File: config.mk
export PLATFORM = sky130hd
export DESIGN_NAME = cwb_seq
export DESIGN_NICKNAME = d
export VERILOG_FILES = /design/src/rtl/cwb_pkg.sv /design/src/rtl/cwb_regs.sv /design/src/rtl/cwb_gate.sv /design/src/rtl/cwb_engine.sv /design/src/rtl/cwb_seq.sv
export SDC_FILE = /design/constraint.sdc
export NUM_CORES = 1
export LEC_CHECK = 0
export ABC_AREA = 1
export BUFFER_PORTS_ARGS = -buffer_cell sky130_fd_sc_hd__buf_4
export CORE_ASPECT_RATIO = 2
export CORE_MARGIN = 3
export CORE_UTILIZATION = 51
export CTS_BUF_LIST = sky130_fd_sc_hd__clkbuf_8
export CTS_CLUSTER_DIAMETER = 200
export DETAILED_ROUTE_END_ITERATION = 8
export GPL_TIMING_DRIVEN = 0
export PLACE_DENSITY = 0.76
export SKIP_CTS_REPAIR_TIMING = 1
export SLEW_MARGIN = 20
export SYNTH_ARGS = -nofsm -noshare
export SYNTH_HDL_FRONTEND = slang
export SYNTH_SLANG_ARGS = --single-unit
File: constraint.sdc
create_clock -name clk -period 4.6 [get_ports clk]
set_input_delay 0.46 -clock clk [delete_from_list [all_inputs] [get_ports clk]]
set_output_delay 0.46 -clock clk [all_outputs]
set_load 0.02 [all_outputs]
File: src/rtl/cwb_pkg.sv
package cwb_pkg;
   localparam int REG_W = 32;

   typedef enum logic [1:0] {
      CWB_R_ADDR = 2'd0,
      CWB_R_SIZE = 2'd1,
      CWB_R_SYNC = 2'd2,
      CWB_R_FRZ  = 2'd3
   } cwb_reg_e;

   localparam int SYNC_GO_BIT   = 0;
   localparam int SYNC_DONE_BIT = 1;
   localparam int FRZ_MODE_BIT  = 0;
   localparam int FRZ_EN_BIT    = 1;
   localparam int FRZ_DONE_BIT  = 2;

   typedef enum logic [1:0] {
      FZ_IDLE  = 2'd0,
      FZ_DRAIN = 2'd1,
      FZ_HOLD  = 2'd2
   } fz_state_e;

   typedef enum logic [1:0] {
      WB_IDLE = 2'd0,
      WB_SCAN = 2'd1,
      WB_WAIT = 2'd2
   } wb_state_e;
endpackage

File: src/rtl/cwb_regs.sv
module cwb_regs
   import cwb_pkg::*;
#(
   parameter int ADDR_W = 32
) (
   input  logic              clk,
   input  logic              rst_n,
   input  logic              reg_wr,
   input  logic [1:0]        reg_sel,
   input  logic [REG_W-1:0]  reg_wdata,
   output logic [REG_W-1:0]  reg_rdata,
   output logic [ADDR_W-1:0] start_addr,
   output logic [REG_W-1:0]  line_cnt,
   output logic              fz_mode,
   output logic              fz_en,
   output logic              go,
   input  logic              wb_busy,
   input  logic              wb_done,
   input  logic              frozen
);
   cwb_reg_e sel;
   assign sel = cwb_reg_e'(reg_sel);

   // start pulse: combinational from the write strobe, seen by the engine at the same edge
   assign go = reg_wr && (sel == CWB_R_SYNC) && reg_wdata[SYNC_GO_BIT];

   always_ff @(posedge clk) begin
      if (!rst_n) begin
         start_addr <= '0;
         line_cnt   <= '0;
         fz_mode    <= 1'b0;
         fz_en      <= 1'b0;
      end else if (reg_wr) begin
         case (sel)
            CWB_R_ADDR: start_addr <= reg_wdata[ADDR_W-1:0];
            CWB_R_SIZE: line_cnt   <= reg_wdata;
            CWB_R_FRZ: begin
               fz_mode <= reg_wdata[FRZ_MODE_BIT];
               fz_en   <= reg_wdata[FRZ_EN_BIT];
            end
            default: ;
         endcase
      end
   end

   always_comb begin
      reg_rdata = '0;
      case (sel)
         CWB_R_ADDR: reg_rdata = REG_W'(start_addr);
         CWB_R_SIZE: reg_rdata = line_cnt;
         CWB_R_SYNC: begin
            reg_rdata[SYNC_GO_BIT]   = wb_busy;
            reg_rdata[SYNC_DONE_BIT] = wb_done;
         end
         CWB_R_FRZ: begin
            reg_rdata[FRZ_MODE_BIT] = fz_mode;
            reg_rdata[FRZ_EN_BIT]   = fz_en;
            reg_rdata[FRZ_DONE_BIT] = frozen;
         end
         default: reg_rdata = '0;
      endcase
   end
endmodule

File: src/rtl/cwb_gate.sv
module cwb_gate
   import cwb_pkg::*;
#(
   parameter int          ADDR_W       = 32,
   parameter int          LINE_BYTES   = 32,
   parameter logic [31:0] REGION_BASE  = 32'h3C00_0000,
   parameter int          REGION_LINES = 64,
   parameter int          NREQ         = 2,
   parameter int          ACC_LAT      = 3,
   localparam int         LOFF         = $clog2(LINE_BYTES),
   localparam int         IDX_W        = $clog2(REGION_LINES),
   localparam int         SUM_W        = ADDR_W + 1,
   localparam int         LAT_W        = $clog2(ACC_LAT + 1)
) (
   input  logic                         clk,
   input  logic                         rst_n,
   input  logic                         fz_en,
   input  logic                         fz_mode,
   input  logic [NREQ-1:0]              rq_valid,
   input  logic [NREQ-1:0]              rq_we,
   input  logic [NREQ-1:0][ADDR_W-1:0]  rq_addr,
   output logic [NREQ-1:0]              rq_ack,
   output logic [NREQ-1:0]              rq_stall,
   output logic                         frozen,
   output logic [NREQ-1:0]              inreg_busy,
   output logic [NREQ-1:0]              mark_en,
   output logic [NREQ-1:0][IDX_W-1:0]   mark_idx
);
   localparam logic [SUM_W-1:0] BASE_L = SUM_W'(REGION_BASE >> LOFF);
   localparam logic [SUM_W-1:0] TOP_L  = BASE_L + SUM_W'(REGION_LINES);

   fz_state_e       st;
   logic            gate_on;
   logic [NREQ-1:0] blk_busy;

   assign gate_on = (st != FZ_IDLE);
   assign frozen  = (st == FZ_HOLD);

   always_ff @(posedge clk) begin
      if (!rst_n) begin
         st <= FZ_IDLE;
      end else begin
         case (st)
            FZ_IDLE:  if (fz_en) st <= FZ_DRAIN;
            FZ_DRAIN: if (!fz_en) st <= FZ_IDLE;
                      else if (blk_busy == '0) st <= FZ_HOLD;
            FZ_HOLD:  if (!fz_en) st <= FZ_IDLE;
            default:  st <= FZ_IDLE;
         endcase
      end
   end

   for (genvar gi = 0; gi < NREQ; gi++) begin : g_port
      logic [SUM_W-1:0] line;
      logic             inr, blocked, busy, take, inr_q, we_q;
      logic [LAT_W-1:0] cnt;

      assign line    = SUM_W'(rq_addr[gi] >> LOFF);
      assign inr     = (line >= BASE_L) && (line < TOP_L);
      assign blocked = gate_on && inr && (!fz_mode || rq_we[gi]);
      assign busy    = (cnt != '0);
      assign take    = rq_valid[gi] && !busy && !blocked;

      always_ff @(posedge clk) begin
         if (!rst_n) begin
            cnt   <= '0;
            inr_q <= 1'b0;
            we_q  <= 1'b0;
         end else if (take) begin
            cnt   <= LAT_W'(ACC_LAT);
            inr_q <= inr;
            we_q  <= rq_we[gi];
         end else if (busy) begin
            cnt <= cnt - LAT_W'(1);
         end
      end

      assign rq_ack[gi]     = (cnt == LAT_W'(1));
      assign rq_stall[gi]   = rq_valid[gi] && !busy && blocked;
      assign mark_en[gi]    = take && inr && rq_we[gi];
      assign mark_idx[gi]   = IDX_W'(line - BASE_L);
      assign inreg_busy[gi] = busy && inr_q;
      assign blk_busy[gi]   = busy && inr_q && (we_q || !fz_mode);
   end
endmodule

File: src/rtl/cwb_engine.sv
module cwb_engine
   import cwb_pkg::*;
#(
   parameter int          ADDR_W       = 32,
   parameter int          LINE_BYTES   = 32,
   parameter logic [31:0] REGION_BASE  = 32'h3C00_0000,
   parameter int          REGION_LINES = 64,
   parameter int          NREQ         = 2,
   parameter int          BUS_BYTES    = 4194304,
   localparam int         LOFF         = $clog2(LINE_BYTES),
   localparam int         IDX_W        = $clog2(REGION_LINES),
   localparam int         SUM_W        = ADDR_W + 1,
   localparam int         MAX_LINES    = BUS_BYTES / LINE_BYTES
) (
   input  logic                        clk,
   input  logic                        rst_n,
   input  logic                        go,
   input  logic                        frozen,
   input  logic [ADDR_W-1:0]           start_addr,
   input  logic [REG_W-1:0]            line_cnt,
   input  logic [NREQ-1:0]             mark_en,
   input  logic [NREQ-1:0][IDX_W-1:0]  mark_idx,
   output logic                        wb_req,
   output logic [ADDR_W-1:0]           wb_addr,
   input  logic                        wb_ack,
   output logic                        busy,
   output logic                        done
);
   localparam logic [SUM_W-1:0] BASE_L = SUM_W'(REGION_BASE >> LOFF);
   localparam logic [SUM_W-1:0] TOP_L  = BASE_L + SUM_W'(REGION_LINES);

   wb_state_e               state;
   logic [IDX_W-1:0]        cur, last_q;
   logic [REGION_LINES-1:0] dirty;
   logic [SUM_W-1:0]        s_line, c_cl, e_line, lo_l, hi_l;
   logic                    empty_rng, accept, clr_en;

   always_comb begin
      s_line    = SUM_W'(start_addr >> LOFF);
      c_cl      = (line_cnt > REG_W'(MAX_LINES)) ? SUM_W'(MAX_LINES) : SUM_W'(line_cnt);
      e_line    = s_line + c_cl;
      lo_l      = (s_line > BASE_L) ? s_line : BASE_L;
      hi_l      = (e_line < TOP_L) ? e_line : TOP_L;
      empty_rng = (lo_l >= hi_l);
   end

   assign busy   = (state != WB_IDLE);
   assign accept = go && frozen && !busy;
   assign clr_en = (state == WB_WAIT) && wb_ack;

   always_ff @(posedge clk) begin
      if (!rst_n) begin
         dirty <= '0;
      end else begin
         for (int i = 0; i < NREQ; i++) begin
            if (mark_en[i]) dirty[mark_idx[i]] <= 1'b1;
         end
         if (clr_en) dirty[cur] <= 1'b0;
      end
   end

   always_ff @(posedge clk) begin
      if (!rst_n) begin
         state   <= WB_IDLE;
         cur     <= '0;
         last_q  <= '0;
         wb_req  <= 1'b0;
         wb_addr <= '0;
         done    <= 1'b0;
      end else begin
         case (state)
            WB_IDLE: begin
               if (accept) begin
                  done   <= 1'b0;
                  cur    <= IDX_W'(lo_l - BASE_L);
                  last_q <= IDX_W'(hi_l - BASE_L - SUM_W'(1));
                  if (empty_rng) done <= 1'b1;
                  else state <= WB_SCAN;
               end
            end
            WB_SCAN: begin
               if (dirty[cur]) begin
                  wb_req  <= 1'b1;
                  wb_addr <= ADDR_W'((BASE_L + SUM_W'(cur)) << LOFF);
                  state   <= WB_WAIT;
               end else if (cur == last_q) begin
                  done  <= 1'b1;
                  state <= WB_IDLE;
               end else begin
                  cur <= cur + IDX_W'(1);
               end
            end
            WB_WAIT: begin
               if (wb_ack) begin
                  wb_req <= 1'b0;
                  if (cur == last_q) begin
                     done  <= 1'b1;
                     state <= WB_IDLE;
                  end else begin
                     cur   <= cur + IDX_W'(1);
                     state <= WB_SCAN;
                  end
               end
            end
            default: state <= WB_IDLE;
         endcase
      end
   end
endmodule

File: src/rtl/cwb_seq.sv
module cwb_seq
   import cwb_pkg::*;
#(
   parameter int          ADDR_W       = 32,
   parameter int          LINE_BYTES   = 32,
   parameter logic [31:0] REGION_BASE  = 32'h3C00_0000,
   parameter int          REGION_LINES = 64,
   parameter int          NREQ         = 2,
   parameter int          ACC_LAT      = 3,
   parameter int          BUS_BYTES    = 4194304
) (
   input  logic                        clk,
   input  logic                        rst_n,
   input  logic                        reg_wr,
   input  logic [1:0]                  reg_sel,
   input  logic [31:0]                 reg_wdata,
   output logic [31:0]                 reg_rdata,
   input  logic [NREQ-1:0]             rq_valid,
   input  logic [NREQ-1:0]             rq_we,
   input  logic [NREQ-1:0][ADDR_W-1:0] rq_addr,
   output logic [NREQ-1:0]             rq_ack,
   output logic [NREQ-1:0]             rq_stall,
   output logic                        wb_req,
   output logic [ADDR_W-1:0]           wb_addr,
   input  logic                        wb_ack
);
   localparam int IDX_W = $clog2(REGION_LINES);

   if (ADDR_W > 32 || ADDR_W < 8) begin : g_chk_aw
      $error("cwb_seq: ADDR_W must be within 8..32");
   end
   if (LINE_BYTES < 4 || (LINE_BYTES & (LINE_BYTES - 1)) != 0) begin : g_chk_line
      $error("cwb_seq: LINE_BYTES must be a power of two of at least 4");
   end
   if (REGION_LINES < 2 || (REGION_LINES & (REGION_LINES - 1)) != 0) begin : g_chk_reg
      $error("cwb_seq: REGION_LINES must be a power of two of at least 2");
   end
   if (ACC_LAT < 1 || NREQ < 1) begin : g_chk_port
      $error("cwb_seq: ACC_LAT and NREQ must be at least 1");
   end
   if (BUS_BYTES < LINE_BYTES) begin : g_chk_bus
      $error("cwb_seq: BUS_BYTES must hold at least one line");
   end

   logic [ADDR_W-1:0]            start_addr_w;
   logic [31:0]                  line_cnt_w;
   logic                         fz_mode_w, fz_en_w, go_w, frozen_w;
   logic                         wb_busy_w, wb_done_w;
   logic [NREQ-1:0]              inreg_busy_w, mark_en_w;
   logic [NREQ-1:0][IDX_W-1:0]   mark_idx_w;

   cwb_regs #(.ADDR_W(ADDR_W)) u_regs (
      .clk(clk), .rst_n(rst_n), .reg_wr(reg_wr), .reg_sel(reg_sel),
      .reg_wdata(reg_wdata), .reg_rdata(reg_rdata),
      .start_addr(start_addr_w), .line_cnt(line_cnt_w),
      .fz_mode(fz_mode_w), .fz_en(fz_en_w), .go(go_w),
      .wb_busy(wb_busy_w), .wb_done(wb_done_w), .frozen(frozen_w)
   );

   cwb_gate #(
      .ADDR_W(ADDR_W), .LINE_BYTES(LINE_BYTES), .REGION_BASE(REGION_BASE),
      .REGION_LINES(REGION_LINES), .NREQ(NREQ), .ACC_LAT(ACC_LAT)
   ) u_gate (
      .clk(clk), .rst_n(rst_n), .fz_en(fz_en_w), .fz_mode(fz_mode_w),
      .rq_valid(rq_valid), .rq_we(rq_we), .rq_addr(rq_addr),
      .rq_ack(rq_ack), .rq_stall(rq_stall), .frozen(frozen_w),
      .inreg_busy(inreg_busy_w), .mark_en(mark_en_w), .mark_idx(mark_idx_w)
   );

   cwb_engine #(
      .ADDR_W(ADDR_W), .LINE_BYTES(LINE_BYTES), .REGION_BASE(REGION_BASE),
      .REGION_LINES(REGION_LINES), .NREQ(NREQ), .BUS_BYTES(BUS_BYTES)
   ) u_engine (
      .clk(clk), .rst_n(rst_n), .go(go_w), .frozen(frozen_w),
      .start_addr(start_addr_w), .line_cnt(line_cnt_w),
      .mark_en(mark_en_w), .mark_idx(mark_idx_w),
      .wb_req(wb_req), .wb_addr(wb_addr), .wb_ack(wb_ack),
      .busy(wb_busy_w), .done(wb_done_w)
   );
endmodule

==> summary.log <==
INFO  drt            wl_per_instance=22.31µm
INFO  worst_hold_path min_path_type=input pin to flop
INFO  synth          synth.yosys.seq_area_share=28.52%
INFO  synth          synth_area_per_cell=6.338µm²
INFO  flow_run       drv.max_cap_violation_count=0
INFO  power          cellLeakagePower=0.006228µW
INFO  clock_network  worst_setup_hold_path_clk_slew=0.10ns
INFO  synth          syn-cell-area=0.01144mm²
INFO  run_status     status=complete, but fails checks
INFO  final_layout   mostFrequentLayoutCell=sky130_fd_sc_hd__nand2_1
INFO  drt            remaining_drc_errors=0
INFO  run_status     violations_in_the_final_reports=negative setup slack
INFO  final_layout   layout.cells.most_common_list=sky130_fd_sc_hd__nand2_1, sky130_fd_sc_hd__a21oi_1, sky130_fd_sc_hd__inv_1
INFO  global_route   grt_max_degree=17
INFO  clock_network  clock_tree.buffer_depth=2
INFO  clock_network  cts_max_level=4
INFO  synth          postSynth.asyncResetShare=0%
INFO  critical_path  slowest_stage=sky130_fd_sc_hd__nor4_4
INFO  place          detailed_place_hpwl=39000µm
INFO  global_route   antenna_violations_before_repair=1
INFO  final_layout   post_layout_nets=2193
INFO  timing         layout_setup_ws=-0.8131ns
INFO  critical_path  timing_worst_setup_path_type=flop to flop
INFO  timing         final_max_slew_viol_count=0
INFO  floorplanning  die-height=217.8µm
INFO  synth          syn_inst=1805
INFO  global_route   grtUsageTotal=39.84%
INFO  timing         hold_slack=0.1949ns
INFO  timing         fmax=184.7MHz
INFO  drt            antenna_left=0
INFO  timing         period_minus_slack=5.413ns
INFO  global_route   total_gr_overflow=0
INFO  drt            vias_per_cell=6.052
INFO  clock_network  clock_latency_of_the_later_clocked_register_in_the_worst_skew_pair=0.51ns
INFO  clock_network  clkSinkCount=163
INFO  floorplanning  top_level_i_o_count=175
INFO  critical_path  top_fanout_value_on_the_critical_path=6
INFO  global_route   grt_first_pass_wirelength=73490µm
INFO  global_route   first_global_vias=13610
INFO  drt            postRouteWirelength=51500µm
INFO  critical_path  setup.worst_path.end_class=flop
INFO  timing         total_setup_violations_reported_at_the_end_of_the_flow=3
INFO  critical_path  cp.arrival=5.87ns
INFO  drt            first_iter_violations=1257
INFO  synth          number_of_enable_flip_flop_cells_after_synthesis=0
INFO  synth          synth.ff_latch_count=163
INFO  synth          synth_cell_types=58
INFO  floorplanning  initial_core_util=52.53%
INFO  final_layout   drive_gt1_share=21.04%
INFO  critical_path  crit_required=5.06ns
INFO  synth          dominantRegCellSynth=sky130_fd_sc_hd__dfxtp_1
INFO  final_layout   syn2layout_area_growth=26.76%
INFO  critical_path  slowest_delay=0.45ns
INFO  power          report.power.total=4081µW
INFO  timing         worst_slew_pin_slew=1.210ns
INFO  clock_network  cts_tree=done
INFO  floorplanning  dieArea=0.02437mm²
INFO  timing         clock_skew_after_layout=0.01372ns
INFO  critical_path  timing.critical_path.from_type=flop
INFO  timing         maxSlewHeadroom=19.01%
INFO  synth          ys.warnings.count=0
INFO  power          pwr_density_cell=281.4mW/mm²
INFO  timing         min_period_over_period=117.7%
INFO  floorplanning  die_width=111.9µm
INFO  place          gp_congestion=1.025
INFO  floorplanning  cell_rows=76
INFO  power          vdd_ir_drop_max=0.2416mV
INFO  drt            detailedRoute.firstPassIterationCount=7
INFO  timing         final_hold_violations=0
INFO  drt            vias=13970
INFO  clock_network  clk_tree_root_cell=sky130_fd_sc_hd__clkbuf_8
INFO  place          port-buffer-count=140
INFO  critical_path  crit_path_frequent_cell=sky130_fd_sc_hd__nand2_1
INFO  clock_network  cts_inserted_buffers=17
INFO  timing         setup_repair_after_global_routing_missed_its_margin=yes
INFO  floorplanning  core_area=0.02178mm²
## cells by family (layout without fill, tap and decap cells)
group           Yosys count  after routing  share of synthesized area, %
other cells               2             34                       0.06565
simple gates            758            758                         28.60
fa+ha+maj                65             65                         7.175
flops                   163            163                         28.52
compound gates          504            505                         23.70
xor+xnor                 13             13                         1.127
buf+inv                 300            497                         10.81
## layout make-up
| class | instances | area, µm² |
|---|---|---|
| Antenna cell | 1 | 2.502 |
| Sequential cell | 163 | 3266 |
| Tap cell | 273 | 341.6 |
| Timing Repair Buffer | 166 | 1306 |
| Clock buffer | 18 | 247.7 |
| Buffer | 79 | 439.2 |
| Clock inverter | 13 | 135.1 |
| Multi-Input combinational cell | 1374 | 7929 |
| Inverter | 221 | 834.6 |
| Fill cell | 2029 | 7274 |
## metal layers
metal	share of wire, %	global-route usage [%]	up-vias
li1	-	-	6442
met1	29	32.94	6383
met2	52	74.06	765
met3	6.2	6.748	377
met4	13	42.79	0
met5	0	0	-
## critical path: cells and delay by family, from the launching register on
| family | cells | cell delay [ns] |
|---|---|---|
| simple gates | 21 | 2.94 |
| compound gates | 4 | 0.83 |
| buf+inv | 5 | 0.72 |
| fa+ha+maj | 2 | 0.43 |
| flops | 1 | 0.31 |
| xor+xnor | 1 | 0.10 |
## power by group
group	internal, µW	switching [µW]	total (µW)	leakage (µW)
logic	489	955	1440	0.00472
registers	1480	58.8	1540	0.00132
clock network	491	604	1100	0.000189
## registers in the layout, indices dropped and copies added (netlist names), 4 cells and up
name	cells
u_regs.line_cnt	32
u_gate.g_port.cnt	4
u_engine.last_q	6
u_engine.wb_addr	7
u_regs.start_addr	32
u_engine.dirty	64
u_engine.cur	6
## worst paths after layout
kind                                                         from                                 end  slack [ns]  depth (start not counted)
worst max-delay path             u_regs.line_cnt[15]$_SDFFE_PN0P_      u_engine.state[0]$_SDFFE_PN0P_       -0.81                         33
worst min-delay path                                reg_wdata[30]  u_regs.start_addr[30]$_SDFFE_PN0P_        0.19                          3
worst max register to register   u_regs.line_cnt[15]$_SDFFE_PN0P_      u_engine.state[0]$_SDFFE_PN0P_       -0.81                         33
worst min register to register  u_regs.start_addr[0]$_SDFFE_PN0P_   u_regs.start_addr[0]$_SDFFE_PN0P_        0.46                          2
## cell usage after synthesis, drive strengths merged (2+ instances only)
cell,number,area share [%]
a221oi,7,0.54
inv,219,7.2
clkbuf,49,1.6
o2111ai,2,0.15
nand3,68,3.2
o21ai,179,7.8
a22oi,5,0.33
a22o,5,0.38
o22ai,28,1.5
nand2,386,13
nand3b,5,0.36
xor2,12,1.0
o211ai,5,0.33
nor3,37,1.7
o21bai,2,0.13
a21oi,236,10
or2,4,0.24
nor4,21,1.1
dfxtp,163,29
nand4,27,1.5
conb,2,0.066
nor2,207,7.1
a31oi,23,1.3
a2111oi,3,0.23
clkinv,2,0.066
buf,30,1.9
ha,64,7.0
## through the flow
step	util (%)	worst slack [ns]	cell area, µm²	std cells	TNS (ns)
floorplan	-	0.005056	11570	1836	0
global placement	59.54	-1.706	12960	2249	-5.537
detailed placement	60.07	-1.731	13080	2256	-5.783
CTS	61.83	-1.803	13460	2287	-6.155
global route	66.59	-1.025	14500	2308	-2.875
finish	66.59	-0.8131	14500	2308	-2.286
(Power assumes the default switching activity.)
